## config.mk

```make
export PLATFORM = sky130hd
export DESIGN_NAME = fpb_top
export DESIGN_NICKNAME = d
export VERILOG_FILES = /design/src/rtl/fpb_pkg.sv /design/src/rtl/fpb_line_store.sv /design/src/rtl/fpb_fetch_seq.sv /design/src/rtl/fpb_lane_sel.sv /design/src/rtl/fpb_top.sv
export SDC_FILE = /design/constraint.sdc
export NUM_CORES = 1
export LEC_CHECK = 0
export BUFFER_PORTS_ARGS = -buffer_cell sky130_fd_sc_hd__buf_2
export CORE_MARGIN = 4
export CORE_UTILIZATION = 52
export CTS_CLUSTER_DIAMETER = 30
export DETAILED_ROUTE_END_ITERATION = 8
export PLACE_DENSITY = 0.88
export SKIP_LAST_GASP = 1
export SLEW_MARGIN = 20
export SYNTH_ARGS = -nofsm -noshare
export SYNTH_HDL_FRONTEND = slang
export SYNTH_SLANG_ARGS = --single-unit
```

## constraint.sdc

```tcl
create_clock -name clk -period 5.37 [get_ports clk]
set_clock_uncertainty 0.15 [all_clocks]
set_input_delay 1.074 -clock clk [delete_from_list [all_inputs] [get_ports clk]]
set_output_delay 1.074 -clock clk [all_outputs]
set_load 0.02 [all_outputs]
```

## src/rtl/fpb_pkg.sv

```systemverilog
// Package: shared types and constants for the flash line prefetch buffer.
// Assumes a two-entry line store, so one bit names a slot.
package fpb_pkg;
    localparam int LINE_BYTES = 16;
    localparam int LINE_W     = LINE_BYTES * 8;
    localparam int NSLOT      = 2;
    localparam int SLOT_W     = 1;

    typedef enum logic [1:0] {
        SZ_BYTE = 2'd0,
        SZ_HALF = 2'd1,
        SZ_WORD = 2'd2,
        SZ_RSVD = 2'd3
    } xfer_size_t;
endpackage

```

## src/rtl/fpb_line_store.sv

```systemverilog
// Module: two line buffers, each with a valid bit and a line tag.
// Looks up the requested line across all slots and returns the hit slot and
// its data. A fill writes a line into one slot. An alloc marks a slot empty
// when an access starts to overwrite it. A flush empties every slot.
// Assumes fill and alloc never address two different slots in one cycle.
module fpb_line_store
    import fpb_pkg::*;
#(
    parameter int LINE_AW = 8
) (
    input  logic                             clk,
    input  logic                             rst_n,
    input  logic                             flush_i,
    input  logic [LINE_AW-1:0]               lookup_line_i,
    output logic                             hit_o,
    output logic [SLOT_W-1:0]                hit_slot_o,
    output logic [LINE_W-1:0]                hit_data_o,
    input  logic                             alloc_i,
    input  logic [SLOT_W-1:0]                alloc_slot_i,
    input  logic                             fill_i,
    input  logic [SLOT_W-1:0]                fill_slot_i,
    input  logic [LINE_AW-1:0]               fill_line_i,
    input  logic [LINE_W-1:0]                fill_data_i,
    output logic [NSLOT-1:0]                 vld_o,
    output logic [NSLOT-1:0][LINE_AW-1:0]    tag_o
);
    logic [NSLOT-1:0]              vld_q;
    logic [NSLOT-1:0][LINE_AW-1:0] tag_q;
    logic [LINE_W-1:0]             data_q [NSLOT];
    logic [NSLOT-1:0]              match;

    // Per-slot tag comparison against the requested line.
    for (genvar g = 0; g < NSLOT; g++) begin : g_cmp
        assign match[g] = vld_q[g] && (tag_q[g] == lookup_line_i);
    end

    // Priority pick of the matching slot and its line data.
    always_comb begin
        hit_o      = 1'b0;
        hit_slot_o = '0;
        hit_data_o = '0;
        for (int i = 0; i < NSLOT; i++) begin
            if (match[i] && !hit_o) begin
                hit_o      = 1'b1;
                hit_slot_o = SLOT_W'(i);
                hit_data_o = data_q[i];
            end
        end
    end

    // Valid and tag update: flush first, then fill, then alloc.
    always_ff @(posedge clk) begin
        if (!rst_n) begin
            vld_q <= '0;
            tag_q <= '0;
        end else begin
            for (int i = 0; i < NSLOT; i++) begin
                if (flush_i) begin
                    vld_q[i] <= 1'b0;
                end else if (fill_i && fill_slot_i == SLOT_W'(i)) begin
                    vld_q[i] <= 1'b1;
                    tag_q[i] <= fill_line_i;
                end else if (alloc_i && alloc_slot_i == SLOT_W'(i)) begin
                    vld_q[i] <= 1'b0;
                end
            end
        end
    end

    // Line data capture; no reset needed because valid guards it.
    always_ff @(posedge clk) begin
        for (int i = 0; i < NSLOT; i++) begin
            if (fill_i && !flush_i && fill_slot_i == SLOT_W'(i)) begin
                data_q[i] <= fill_data_i;
            end
        end
    end

    assign vld_o = vld_q;
    assign tag_o = tag_q;


    flush_clears_chk: assert property (@(posedge clk) disable iff (!rst_n)
        flush_i |=> (vld_q == '0));


    no_dup_line_chk: assert property (@(posedge clk) disable iff (!rst_n)
        (&vld_q) |-> (tag_q[0] != tag_q[1]));
endmodule

```

## src/rtl/fpb_fetch_seq.sv

```systemverilog
// Module: flash access sequencer. Starts demand accesses on misses and
// prefetches of the line after the current one while the port is free. It
// counts wait states and raises fill in the last cycle of each access. A
// demand miss for another line drops a running prefetch. A miss for the
// in-flight line waits for that access. Assumes a two-slot store and that
// the requester holds its address until accepted.
module fpb_fetch_seq
    import fpb_pkg::*;
#(
    parameter int LINE_AW = 8,
    parameter int WS_W    = 3
) (
    input  logic                          clk,
    input  logic                          rst_n,
    input  logic                          req_valid_i,
    input  logic [LINE_AW-1:0]            req_line_i,
    input  logic                          hit_i,
    input  logic [SLOT_W-1:0]             hit_slot_i,
    input  logic                          invalidate_i,
    input  logic [WS_W-1:0]               wait_states_i,
    input  logic [NSLOT-1:0]              vld_i,
    input  logic [NSLOT-1:0][LINE_AW-1:0] tag_i,
    output logic                          fl_en_o,
    output logic [LINE_AW-1:0]            fl_line_o,
    output logic                          alloc_o,
    output logic [SLOT_W-1:0]             alloc_slot_o,
    output logic                          fill_o,
    output logic [SLOT_W-1:0]             fill_slot_o
);
    logic                busy_q, pf_q;
    logic [WS_W-1:0]     cnt_q, ws_q;
    logic [LINE_AW-1:0]  line_q;
    logic [SLOT_W-1:0]   slot_q, cur_q;

    logic [LINE_AW-1:0]  nxt_line;
    logic                nxt_present, miss, join_inflight, req_blocks;
    logic                start_dem, start_pf, start, done, dem_fill;
    logic [SLOT_W-1:0]   tgt_slot;

    // Next-line target: wraps inside the flash because the tag is narrow.
    always_comb begin
        nxt_line    = tag_i[cur_q] + LINE_AW'(1);
        nxt_present = 1'b0;
        for (int i = 0; i < NSLOT; i++) begin
            if (vld_i[i] && tag_i[i] == nxt_line) nxt_present = 1'b1;
        end
    end

    // Start, abort and completion decisions for the flash port.
    always_comb begin
        tgt_slot      = cur_q ^ SLOT_W'(1);
        miss          = req_valid_i && !hit_i && !invalidate_i;
        join_inflight = busy_q && (line_q == req_line_i);
        start_dem     = miss && !join_inflight && (!busy_q || pf_q);
        req_blocks    = req_valid_i && (!hit_i || hit_slot_i != cur_q);
        start_pf      = !busy_q && !req_blocks && !invalidate_i &&
                        vld_i[cur_q] && !nxt_present;
        start         = start_dem || start_pf;
        fl_line_o     = start_dem ? req_line_i : (start_pf ? nxt_line : line_q);
        fl_en_o       = start || (busy_q && !invalidate_i);
        done          = start ? (wait_states_i == '0)
                              : (busy_q && cnt_q == ws_q);
        fill_o        = done && !invalidate_i;
        fill_slot_o   = start ? tgt_slot : slot_q;
        alloc_o       = start;
        alloc_slot_o  = tgt_slot;
        dem_fill      = start ? start_dem : !pf_q;
    end

    // Access state, wait counter and current-slot tracking.
    always_ff @(posedge clk) begin
        if (!rst_n) begin
            busy_q <= 1'b0;
            pf_q   <= 1'b0;
            cnt_q  <= '0;
            ws_q   <= '0;
            line_q <= '0;
            slot_q <= '0;
            cur_q  <= '0;
        end else begin
            if (invalidate_i) begin
                busy_q <= 1'b0;
            end else if (start) begin
                line_q <= fl_line_o;
                slot_q <= tgt_slot;
                pf_q   <= !start_dem;
                ws_q   <= wait_states_i;
                cnt_q  <= WS_W'(1);
                busy_q <= (wait_states_i != '0);
            end else if (busy_q) begin
                if (cnt_q == ws_q) busy_q <= 1'b0;
                else               cnt_q  <= cnt_q + WS_W'(1);
            end
            if (fill_o && dem_fill)
                cur_q <= fill_slot_o;
            else if (req_valid_i && hit_i && !invalidate_i)
                cur_q <= hit_slot_i;
        end
    end


    wait_count_range_chk: assert property (@(posedge clk) disable iff (!rst_n)
        busy_q |-> (cnt_q != '0 && cnt_q <= ws_q));


    one_access_line_chk: assert property (@(posedge clk) disable iff (!rst_n)
        (busy_q && !invalidate_i && !start_dem) |-> (fl_line_o == line_q));
endmodule

```

## src/rtl/fpb_lane_sel.sv

```systemverilog
// Module: picks the addressed 32-bit word out of a 128-bit line, then the
// byte or halfword lane for narrow reads, zero-extended to 32 bits.
// Assumes halfword and word reads are naturally aligned.
module fpb_lane_sel
    import fpb_pkg::*;
(
    input  logic [LINE_W-1:0] line_i,
    input  logic [3:0]        offs_i,
    input  xfer_size_t        size_i,
    output logic [31:0]       data_o
);
    logic [31:0] word;

    // Word select by offset bits [3:2], then lane select by size.
    always_comb begin
        word = line_i[{offs_i[3:2], 5'b0} +: 32];
        case (size_i)
            SZ_BYTE: data_o = {24'b0, word[{offs_i[1:0], 3'b0} +: 8]};
            SZ_HALF: data_o = {16'b0, word[{offs_i[1], 4'b0} +: 16]};
            default: data_o = word;
        endcase
    end
endmodule

```

## src/rtl/fpb_top.sv

```systemverilog
// Module: flash line prefetch buffer top. A 32-bit read port with a
// same-cycle ready handshake sits in front of a 128-bit flash line port.
// Address bits at and above FLASH_AW are ignored, so the flash repeats
// across the window. Assumes req_addr and req_size are held until
// req_ready, and that wait_states changes only while the flash is idle.
module fpb_top
    import fpb_pkg::*;
#(
    parameter int ADDR_W   = 16,
    parameter int FLASH_AW = 12,
    parameter int WS_W     = 3
) (
    input  logic                 clk,
    input  logic                 rst_n,
    input  logic                 req_valid,
    input  logic [ADDR_W-1:0]    req_addr,
    input  logic [1:0]           req_size,
    output logic                 req_ready,
    output logic [31:0]          rsp_data,
    input  logic [WS_W-1:0]      wait_states,
    input  logic                 invalidate,
    output logic                 fl_en,
    output logic [FLASH_AW-5:0]  fl_line,
    input  logic [127:0]         fl_data
);
    localparam int LINE_AW = FLASH_AW - 4;

    logic [LINE_AW-1:0]          req_line;
    logic                        hit, alloc, fill;
    logic [SLOT_W-1:0]           hit_slot, alloc_slot, fill_slot;
    logic [LINE_W-1:0]           hit_data;
    logic [NSLOT-1:0]            vld;
    logic [NSLOT-1:0][LINE_AW-1:0] tag;
    logic                        addr_unused;

    // Wrap: only in-flash address bits form the line index.
    assign req_line    = req_addr[FLASH_AW-1:4];
    assign addr_unused = ^req_addr[ADDR_W-1:FLASH_AW];

    fpb_line_store #(.LINE_AW(LINE_AW)) u_store (
        .clk           (clk),
        .rst_n         (rst_n),
        .flush_i       (invalidate),
        .lookup_line_i (req_line),
        .hit_o         (hit),
        .hit_slot_o    (hit_slot),
        .hit_data_o    (hit_data),
        .alloc_i       (alloc),
        .alloc_slot_i  (alloc_slot),
        .fill_i        (fill),
        .fill_slot_i   (fill_slot),
        .fill_line_i   (fl_line),
        .fill_data_i   (fl_data),
        .vld_o         (vld),
        .tag_o         (tag)
    );

    fpb_fetch_seq #(.LINE_AW(LINE_AW), .WS_W(WS_W)) u_seq (
        .clk           (clk),
        .rst_n         (rst_n),
        .req_valid_i   (req_valid),
        .req_line_i    (req_line),
        .hit_i         (hit),
        .hit_slot_i    (hit_slot),
        .invalidate_i  (invalidate),
        .wait_states_i (wait_states),
        .vld_i         (vld),
        .tag_i         (tag),
        .fl_en_o       (fl_en),
        .fl_line_o     (fl_line),
        .alloc_o       (alloc),
        .alloc_slot_o  (alloc_slot),
        .fill_o        (fill),
        .fill_slot_o   (fill_slot)
    );

    fpb_lane_sel u_lane (
        .line_i (hit_data),
        .offs_i (req_addr[3:0]),
        .size_i (xfer_size_t'(req_size)),
        .data_o (rsp_data)
    );

    // Ready handshake: a buffer hit completes in the cycle it is presented.
    assign req_ready = req_valid && hit && !invalidate;


    stall_has_access_chk: assert property (@(posedge clk) disable iff (!rst_n)
        (req_valid && !req_ready && !invalidate) |-> fl_en);
endmodule

```

==> impl_metrics.json, run 1 <==
{
  "fp.dieW_um": 166,
  "worstPathRequired_ns": 4.15,
  "syn_nets": 1146,
  "holdBufCountCts": 0,
  "synthXorXnorAreaFrac_pct": 3.16,
  "multiInputGateArea_um2": 4270,
  "hold_class": "reg2reg",
  "cp_cell_sequence": "buf_2 -> xnor2_1 -> nand4_1 -> nor3_4 -> buf_12 -> and3_1 -> a21oi_1 -> mux4_2 -> o22ai_1 -> nand2_1 -> o21ai_0 -> buf_2",
  "core_um2": 24500,
  "wirelength_um": 36400,
  "synth_ff_type": "edfxtp_1",
  "hold_viol_final": 0,
  "wire_per_inst_um": 22.9,
  "cts_buffer_depth": 3,
  "io_buffers": 190,
  "vias": 9738,
  "hold_slack_ns": 0.362,
  "ff_latch_area_um2": 8410,
  "min_period_ns": 5.15,
  "grt_pass1_vias": 9864,
  "critPathMaxStageDelay_ns": 0.53,
  "drc": 0,
  "clock-sinks": 292,
  "drive_gt1_share_pct": 30.4,
  "nNetsFinal": 1362,
  "outcome": "finished, final reports clean",
  "max_clock_freq_ghz": 0.194,
  "power_per_cell_area_nw_per_um2": 386,
  "cap_viol_max_count": 0,
  "grt_pass1_wl_um": 55300,
  "ys_seq_area_share_pct": 64.5,
  "grt_max_degree": 81,
  "netlist_area_um2": 13000,
  "cts_root_buffer": "clkbuf_16",
  "synthAdderAreaFrac_pct": 0.192,
  "start_kind": "input pin",
  "place_hpwl_um": 23200,
  "ir_drop_v": 0.000386,
  "clk_pin_slew_ns": 0.05,
  "vias_per_cell": 6.14,
  "synth_compound_area_share_pct": 11.5,
  "synth_edf_count": 256,
  "worstMarginPinSlew_ns": 0.827,
  "worstSkewPairLatency_ns": 0.57,
  "rsz0062_at_grt": "no",
  "synthArstFlopShare_pct": 0,
  "cts_max_level": 2,
  "ios": 195,
  "synth_cell_types": 63,
  "finalSetupTns_ns": 0,
  "cp_slowest_cell": "mux4_2",
  "dr.first_iter.drc_count": 1119,
  "path_max_fanout": 78,
  "die_h_um": 166,
  "cts_tree": "yes",
  "synth_seq_cells": 292,
  "setup_viol": 0,
  "rows": 57,
  "dieArea_um2": 27700,
  "nFillCells": 1683,
  "synth_top_family_by_area": "simple AND/OR/NAND/NOR gates",
  "avgSynthCellArea_um2": 13.1,
  "min_period_over_period_pct": 95.9,
  "ys_warn_count": 0,
  "firstDrtPassIters": 8,
  "slew_violations": 0,
  "final_common_cell": "edfxtp_1",
  "antenna_found_initial": 11,
  "cp_data_arrival_time_ns": 3.93,
  "slew_headroom_pct": 44.4,
  "crit_type": "in2out",
  "grt_util_all_layers_pct": 25.3,
  "endpoint_kind": "output pin",
  "crit_path_frequent_cell": "buf_2",
  "cts_buffers": 54,
  "grt-ovfl-total": 0,
  "final_cell_mix": "edfxtp_1 (256), buf_2 (190), a21oi_1 (113)",
  "synthMuxAreaShare_pct": 5.85,
  "start_util_pct": 53.3,
  "synthSimpleGateAreaFrac_pct": 11.9,
  "p_leak_nw": 6.12,
  "final_antenna_net_count": 0,
  "netlist_instances": 991,
  "syn_to_final_growth_pct": 26.9,
  "gp_congestion": 0.949
}
==> synthesized netlist by cell type, types with 3 or more instances <==
| master | instances | area [um^2] |
|---|---|---|
| o22ai_1 | 10 | 62.6 |
| a22oi_1 | 8 | 60.1 |
| buf_4 | 3 | 22.5 |
| mux4_2 | 26 | 586 |
| nand2_1 | 68 | 255 |
| inv_1 | 14 | 52.6 |
| nand4_1 | 10 | 62.6 |
| buf_2 | 12 | 60.1 |
| a21oi_1 | 113 | 566 |
| mux2_2 | 5 | 56.3 |
| nor2_1 | 34 | 128 |
| a221o_1 | 7 | 70.1 |
| o31ai_1 | 10 | 75.1 |
| nand2b_1 | 9 | 56.3 |
| or3_1 | 3 | 18.8 |
| xnor2_1 | 36 | 315 |
| a22o_1 | 11 | 96.3 |
| nand4b_1 | 3 | 26.3 |
| dfxtp_1 | 36 | 721 |
| a211oi_1 | 10 | 75.1 |
| nor3b_1 | 4 | 30.0 |
| o211ai_1 | 6 | 45.0 |
| mux2i_1 | 12 | 120 |
| nor2b_1 | 4 | 25.0 |
| or4_1 | 3 | 22.5 |
| clkbuf_1 | 51 | 191 |
| a31oi_1 | 5 | 31.3 |
| a221oi_1 | 17 | 149 |
| nor4_1 | 12 | 75.1 |
| and3_1 | 80 | 500 |
| nand3_1 | 24 | 120 |
| xor2_1 | 11 | 96.3 |
| o211ai_2 | 3 | 37.5 |
| buf_1 | 3 | 11.3 |
| o21ai_0 | 13 | 65.1 |
| nor3_1 | 15 | 75.1 |
| and2_1 | 9 | 56.3 |
| edfxtp_1 | 256 | 7690 |
| o21ai_1 | 3 | 15.0 |
==> cell families after synthesis <==
| kind of cell | after synthesis |
|---|---|
| DFF | 292 |
| and+or+nand+nor | 288 |
| AOI/OAI and AO/OA | 232 |
| buffers and inverters | 87 |
| xor gates and xnor gates | 47 |
| muxes | 43 |
| adders and majority gates | 2 |
==> final timing paths <==
path	to	startpoint	slack [ns]	cells past startpoint
max	rsp_data[13]	req_addr[4]	0.22	12
min	u_seq.ws_q[1]	u_seq.ws_q[1]	0.36	1
max reg2reg	u_store.data_q[0][244]	u_seq.cur_q	1.30	12
min reg2reg	u_seq.ws_q[1]	u_seq.ws_q[1]	0.36	1
==> worst max-delay path, delay by kind of cell <==
family,cells,cell delay (ns)
mux,1,0.53
simple gates,4,0.85
compound gates,3,0.44
xor+xnor,1,0.23
buf+inv,3,0.71
==> per-stage QoR <==
stage | power (W) | area [um^2] | std cells | worst slack [ns] | utilization, %
5_1_grt | 0.00656 | 16500 | 1584 | 0.00276 | 67.6
4_1_cts | 0.00640 | 16500 | 1576 | 0.173 | 67.5
3_5_place_dp | 0.00283 | 14500 | 1475 | 0.335 | 59.4
3_3_place_gp | 0.00282 | 14500 | 1475 | 0.383 | 59.4
6_report | 0.00638 | 16500 | 1587 | 0.219 | 67.6
2_1_floorplan | 0.00269 | 13000 | 991 | 0.147 | -
==> layout make-up <==
| type | count | share of cell area [%] |
|---|---|---|
| well taps | 324 | 2.45 |
| clock buffers | 55 | 8.19 |
| flip-flops and latches | 292 | 50.8 |
| clock inverters | 46 | 3.75 |
| repair buffers | 231 | 8.29 |
| multi-input cells | 612 | 25.8 |
| inverters | 16 | 0.454 |
| diodes | 11 | 0.166 |
==> state kept, by name, indices dropped and copies added (netlist names) <==
signal          count
u_seq.slot_q        1
u_store.vld_o       2
u_seq.ws_q          3
u_seq.line_q        8
u_store.tag_o      16
u_seq.cnt_q         3
u_seq.busy_q        1
u_store.data_q    256
u_seq.cur_q         1
u_seq.pf_q          1
==> routing by layer <==
metal  vias up  global-route usage, %  share of wire (%)
li1       4318                      -                  -
met1      4693                   31.5                 37
met2       600                   42.5                 49
met3       119                   6.19                9.7
met4         8                   10.9                4.3
met5         -                      0               0.16
==> repair_timing <==
action,in CTS,in global routing
endpoints found under the setup margin,0,1
setup buffers,0,0
gates resized for setup,0,1
hold endpoints to repair,0,0
==> where the power goes <==
part	total [W]	internal, W	leakage (nW)	switching (W)
combinational	0.000289	0.000112	2.60	0.000177
sequential	0.00251	0.00250	2.60	0.0000116
clock	0.00359	0.00232	0.923	0.00126
total	0.00638	0.00493	6.12	0.00145
No activity file was read; power rests on OpenSTA's default activity.
==> run 2, diff against run 1 <==
--- a/constraint.sdc
+++ b/constraint.sdc
@@ -3,3 +3,3 @@
 set_input_delay 1.074 -clock clk [delete_from_list [all_inputs] [get_ports clk]]
 set_output_delay 1.074 -clock clk [all_outputs]
-set_load 0.02 [all_outputs]
+set_load 0.1 [all_outputs]
==> run 2 against run 1 <==
Register-to-register slack about the same. Critical path depth rose by 1. Core utilization rose by 1.7 points. Worst hold slack got worse by 0.0060 ns. Cell area increased by 2.5%. Clock power fell by 4%. Total power is essentially flat. Count of clock-buffer cells in the layout increased by 2. Critical path type unchanged. Critical endpoint is now rsp_data[6].
==> impl_metrics.json, run 2 (synthesis gave the netlist of run 1 again) <==
{
  "outcome": "finished, final reports clean",
  "antenna_found_initial": 4,
  "hold_slack_ns": 0.356,
  "wire_per_inst_um": 23.1,
  "setup_viol": 0,
  "path_max_fanout": 26,
  "grt_max_degree": 56,
  "fp.dieW_um": 166,
  "hold_class": "reg2reg",
  "endpoint_kind": "output pin",
  "rsz0062_at_grt": "no",
  "min_period_over_period_pct": 97.7,
  "io_buffers": 190,
  "grt_util_all_layers_pct": 25.5,
  "nNetsFinal": 1364,
  "multiInputGateArea_um2": 4450,
  "grt_pass1_vias": 9862,
  "firstDrtPassIters": 5,
  "clk_pin_slew_ns": 0.05,
  "largest-register": "u_store.data_q",
  "rows": 57,
  "worstSkewPairLatency_ns": 0.56,
  "hold_viol_final": 0,
  "die_h_um": 166,
  "ios": 195,
  "largest_register_ffs": 256,
  "final_antenna_net_count": 0,
  "power_w": 0.00639,
  "dr.first_iter.drc_count": 1150,
  "max_clock_freq_ghz": 0.191,
  "vias": 9736,
  "start_util_pct": 53.3,
  "slew_headroom_pct": 44.6,
  "cap_viol_max_count": 0,
  "worstPathRequired_ns": 4.15,
  "cts_root_buffer": "clkbuf_16",
  "clock-sinks": 292,
  "worstMarginPinSlew_ns": 0.828,
  "place_hpwl_um": 23900,
  "drive_gt1_share_pct": 32.3,
  "grt_pass1_wl_um": 56000,
  "vias_per_cell": 6.16,
  "wirelength_um": 36500,
  "start_kind": "input pin",
  "gp_congestion": 0.924,
  "final_common_cell": "edfxtp_1",
  "final_cell_mix": "edfxtp_1 (256), buf_2 (168), a21oi_1 (112)",
  "p_leak_nw": 6.23,
  "cts_tree": "yes",
  "ff_latch_area_um2": 8410,
  "drc": 0,
  "ir_drop_v": 0.000374,
  "cts_buffers": 55,
  "cp_data_arrival_time_ns": 4.02,
  "crit_type": "in2out",
  "slew_violations": 0,
  "core_um2": 24500,
  "syn_to_final_growth_pct": 30.1,
  "nFillCells": 1574,
  "cts_max_level": 2,
  "power_per_cell_area_nw_per_um2": 377,
  "dieArea_um2": 27700,
  "cts_buffer_depth": 3,
  "grt-ovfl-total": 0,
  "min_period_ns": 5.24
}
[run 2: area by class of cell]
type / count / area share [%]
clock inverters: 44 / 3.04
flip-flops and latches: 292 / 49.6
repair buffers: 232 / 10.0
multi-input cells: 612 / 26.3
diodes: 4 / 0.0590
inverters: 16 / 0.443
well taps: 324 / 2.39
clock buffers: 57 / 8.16
[run 2: through the flow]
| step | std cells | area (um^2) | setup slack, ns | util, % | setup TNS [ns] |
|---|---|---|---|---|---|
| floorplan | 991 | 13300 | -0.268 | - | -0.483 |
| detailed placement | 1475 | 15000 | 0.187 | 61.4 | 0 |
| CTS | 1576 | 16900 | 0.130 | 69.2 | 0 |
| finish | 1581 | 17000 | 0.125 | 69.3 | 0 |
| global placement | 1475 | 15000 | 0.208 | 61.4 | 0 |
| global route | 1578 | 16900 | 0.00569 | 69.3 | 0 |
[run 2: power breakdown]
group          switching [W]  internal [W]
Clock                0.00125       0.00221
Sequential         0.0000116       0.00250
Combinational       0.000273      0.000149
Total                0.00153       0.00485
[run 2: worst max-delay path, stage by stage]
cell and delay, ns:
buf_2 0.15, xnor2_1 0.22, nand3_1 0.14, or3_2 0.56, buf_4 0.20, buf_4 0.22
and3_1 0.21, a21oi_1 0.20, mux4_2 0.33, nand2_1 0.09, a21oi_1 0.35, a211oi_4 0.08
buf_12 0.18
[run 2: timing repair]
action,in CTS,in global routing
resized for setup,0,3
setup endpoints to repair,0,8
setup buffers,0,1
hold buffers,0,0
[run 2: worst paths after layout]
path | start | to | slack, ns | cells past startpoint
setup / recovery | req_addr[9] | rsp_data[6] | 0.13 | 13
hold / removal | u_seq.ws_q[1] | u_seq.ws_q[1] | 0.36 | 1
setup reg to reg | u_store.tag_o[11] | u_store.data_q[0][1] | 1.29 | 11
hold reg to reg | u_seq.ws_q[1] | u_seq.ws_q[1] | 0.36 | 1
[run 2: per-layer routing]
layer | vias up | global-route usage, % | part of all wire, %
met2 | 575 | 43.1 | 50
met5 | - | 0 | 0.096
met3 | 92 | 7.14 | 10
met1 | 4745 | 32.1 | 37
met4 | 6 | 7.97 | 2.8
li1 | 4318 | - | -
==> run 3, diff against run 2 <==
- ABC_AREA: unset -> 1
- SKIP_LAST_GASP: 1 -> unset
==> run 3 against run 2 <==
Routed wire length is essentially flat. Fmax increased by 1.1%. Total power rose by 2.8%. Die area increased by 0.13%. Register-to-register slack improved by 0.05 ns. Worst hold slack worse by 0.023 ns. Critical path depth increased by 8.
==> impl_metrics.json, run 3 <==
{
  "ys_seq_area_share_pct": 64.4,
  "syn_to_final_growth_pct": 26.8,
  "clock-sinks": 292,
  "cts_buffer_depth": 3,
  "grt_util_all_layers_pct": 25.0,
  "postLayoutCellArea_um2": 16500,
  "dieArea_um2": 27700,
  "placed_cells": 1767,
  "firstDrtPassIters": 6,
  "grt_pass1_vias": 10600,
  "p_leak_nw": 6.34,
  "power_w": 0.00657,
  "antenna_found_initial": 9,
  "timing.rr.start": "u_seq.cur_q",
  "netlist_instances": 1291,
  "crit_path_end": "rsp_data[4]",
  "ys_warn_count": 0,
  "rows": 57,
  "final_common_cell": "nand2_1",
  "cts_max_level": 2,
  "core_um2": 24500,
  "wirelength_um": 36500,
  "fp.dieW_um": 166,
  "holdBufCountCts": 0,
  "largest_register_ffs": 256,
  "synth_ff_type": "edfxtp_1",
  "synthArstFlopShare_pct": 0,
  "vias_per_cell": 5.75,
  "power_per_cell_area_nw_per_um2": 397,
  "worstPathRequired_ns": 4.15,
  "nFillCells": 1798,
  "endpoint_kind": "output pin",
  "reg2regPathDepth": 20,
  "setup_viol": 0,
  "nNetsFinal": 1656,
  "rsz0062_at_grt": "no",
  "hold_slack_ns": 0.333,
  "cts_root_buffer": "clkbuf_16",
  "cp_data_arrival_time_ns": 3.96,
  "min_period_ns": 5.19,
  "ctsResizeCount": 0,
  "path_max_fanout": 38,
  "slew_violations": 0,
  "synth.most_common_cell": "nand2_1",
  "yosys-top-cells-area": "edfxtp_1 (59%), nand2_1 (11%), nand3_1 (7.0%), dfxtp_1 (5.5%), a21oi_1 (2.7%)",
  "slew_headroom_pct": 39.4,
  "gp_congestion": 0.904,
  "die_h_um": 166,
  "grt_pass1_wl_um": 55600,
  "syn_nets": 1446,
  "ir_drop_v": 0.000295,
  "cts_tree": "yes",
  "drive_gt1_share_pct": 22.5,
  "postCtsSetupRepairBufs": 0,
  "grt-ovfl-total": 0,
  "cp-startpoint": "req_addr[11]",
  "placed_area_um2": 14700,
  "crit_type": "in2out",
  "start_util_pct": 53.2,
  "min_period_over_period_pct": 96.6,
  "grt_max_degree": 72,
  "place_hpwl_um": 23600,
  "cap_viol_max_count": 0,
  "netlist_area_um2": 13000,
  "max_clock_freq_ghz": 0.193,
  "dr.first_iter.drc_count": 1273,
  "synth_top_area_share_pct": 58.9,
  "largest-register": "u_store.data_q",
  "drc": 0,
  "r2r_end": "u_store.data_q[0][158]",
  "synth_edf_count": 256,
  "vias": 10800,
  "stdcell_count": 1875,
  "finalSetupTns_ns": 0,
  "final_cell_mix": "nand2_1 (386), edfxtp_1 (256), nand3_1 (182)",
  "synth_cell_types": 46,
  "io_buffers": 190,
  "worstSkewPairLatency_ns": 0.54,
  "hold_class": "reg2reg",
  "wire_per_inst_um": 19.5,
  "ios": 195,
  "start_kind": "input pin",
  "hold_viol_final": 0,
  "synth_common_cells": "nand2_1 (386), edfxtp_1 (256), nand3_1 (182)",
  "outcome": "finished, final reports clean",
  "synth_seq_cells": 292,
  "r2r_slack_ns": 1.34,
  "clk_pin_slew_ns": 0.04,
  "final_antenna_net_count": 0,
  "yosys.area.top_type": "edfxtp_1",
  "avgSynthCellArea_um2": 10.1,
  "cts_buffers": 56,
  "worstMarginPinSlew_ns": 0.903
}
run 3: through the flow:
step / utilization (%) / setup slack, ns
2_1_floorplan: - / -0.153
3_3_place_gp: 59.8 / 0.196
4_1_cts: 67.3 / 0.151
6_report: 67.4 / 0.184
3_5_place_dp: 59.8 / 0.150
5_1_grt: 67.4 / 0.00369
run 3: how the worst min path moves through the flow:
stage / startpoint / endpoint / slack, ns / cells after the start
after floorplan: u_store.vld_o[1] / u_store.vld_o[1] / 0.30 / 2
after global placement: u_seq.ws_q[2] / u_seq.ws_q[2] / 0.32 / 2
after detailed placement: u_seq.ws_q[1] / u_seq.ws_q[1] / 0.32 / 2
after CTS: u_seq.ws_q[1] / u_seq.ws_q[1] / 0.33 / 2
after global routing: u_store.vld_o[1] / u_store.vld_o[1] / 0.36 / 2
final: u_store.vld_o[1] / u_store.vld_o[1] / 0.33 / 2
run 3: per-layer routing:
metal	global-route usage, %	vias up	routed length, um	share of wire [%]
li1	-	4924	-	-
met2	42.6	632	17900	49
met3	5.69	99	3590	9.8
met1	32.0	5121	13900	38
met5	0	-	66	0.18
met4	7.83	10	1100	3.0
run 3: kinds of logic (layout without fill, tap and decap cells):
family	count (synthesis)	count (layout)	synth area share (%)
other	0	4	0
AOI/OAI and AO/OA	157	157	7.06
DFF	292	292	64.4
and+or+nand+nor	701	701	23.5
adders and majority gates	2	2	0.192
buffers and inverters	128	384	4.06
xor gates and xnor gates	11	11	0.738
run 3: area by class of cell:
cell class / instances / area (um^2) / share of cell area (%)
flip-flops and latches: 292 / 8410 / 50.8
multi-input cells: 871 / 4120 / 24.9
clock buffers: 66 / 1480 / 8.96
clock inverters: 38 / 360 / 2.18
inverters: 70 / 275 / 1.66
well taps: 324 / 405 / 2.45
diodes: 4 / 10.0 / 0.0605
repair buffers: 210 / 1480 / 8.93
run 3: power by group:
group / switching [W] / leakage [nW] / internal [W]
sequential: 0.0000300 / 2.62 / 0.00255
clock: 0.00114 / 0.899 / 0.00221
combinational: 0.000455 / 2.82 / 0.000182
total: 0.00162 / 6.34 / 0.00494
run 3: worst max-delay path: stages:
cell and delay, ns:
buf_2 0.12, inv_1 0.11, nand2_1 0.10, nand2_1 0.05, nor2_1 0.11, nand2_1 0.06, nor2_1 0.09, nand2_1 0.20
nand2_1 0.20, inv_4 0.10, buf_12 0.19, buf_4 0.18, nand2_1 0.07, nand3_1 0.06, nand3_1 0.11, nand2_1 0.09
o21ai_0 0.33, nand2_1 0.18, a21oi_1 0.23, nor2_1 0.11, buf_12 0.18
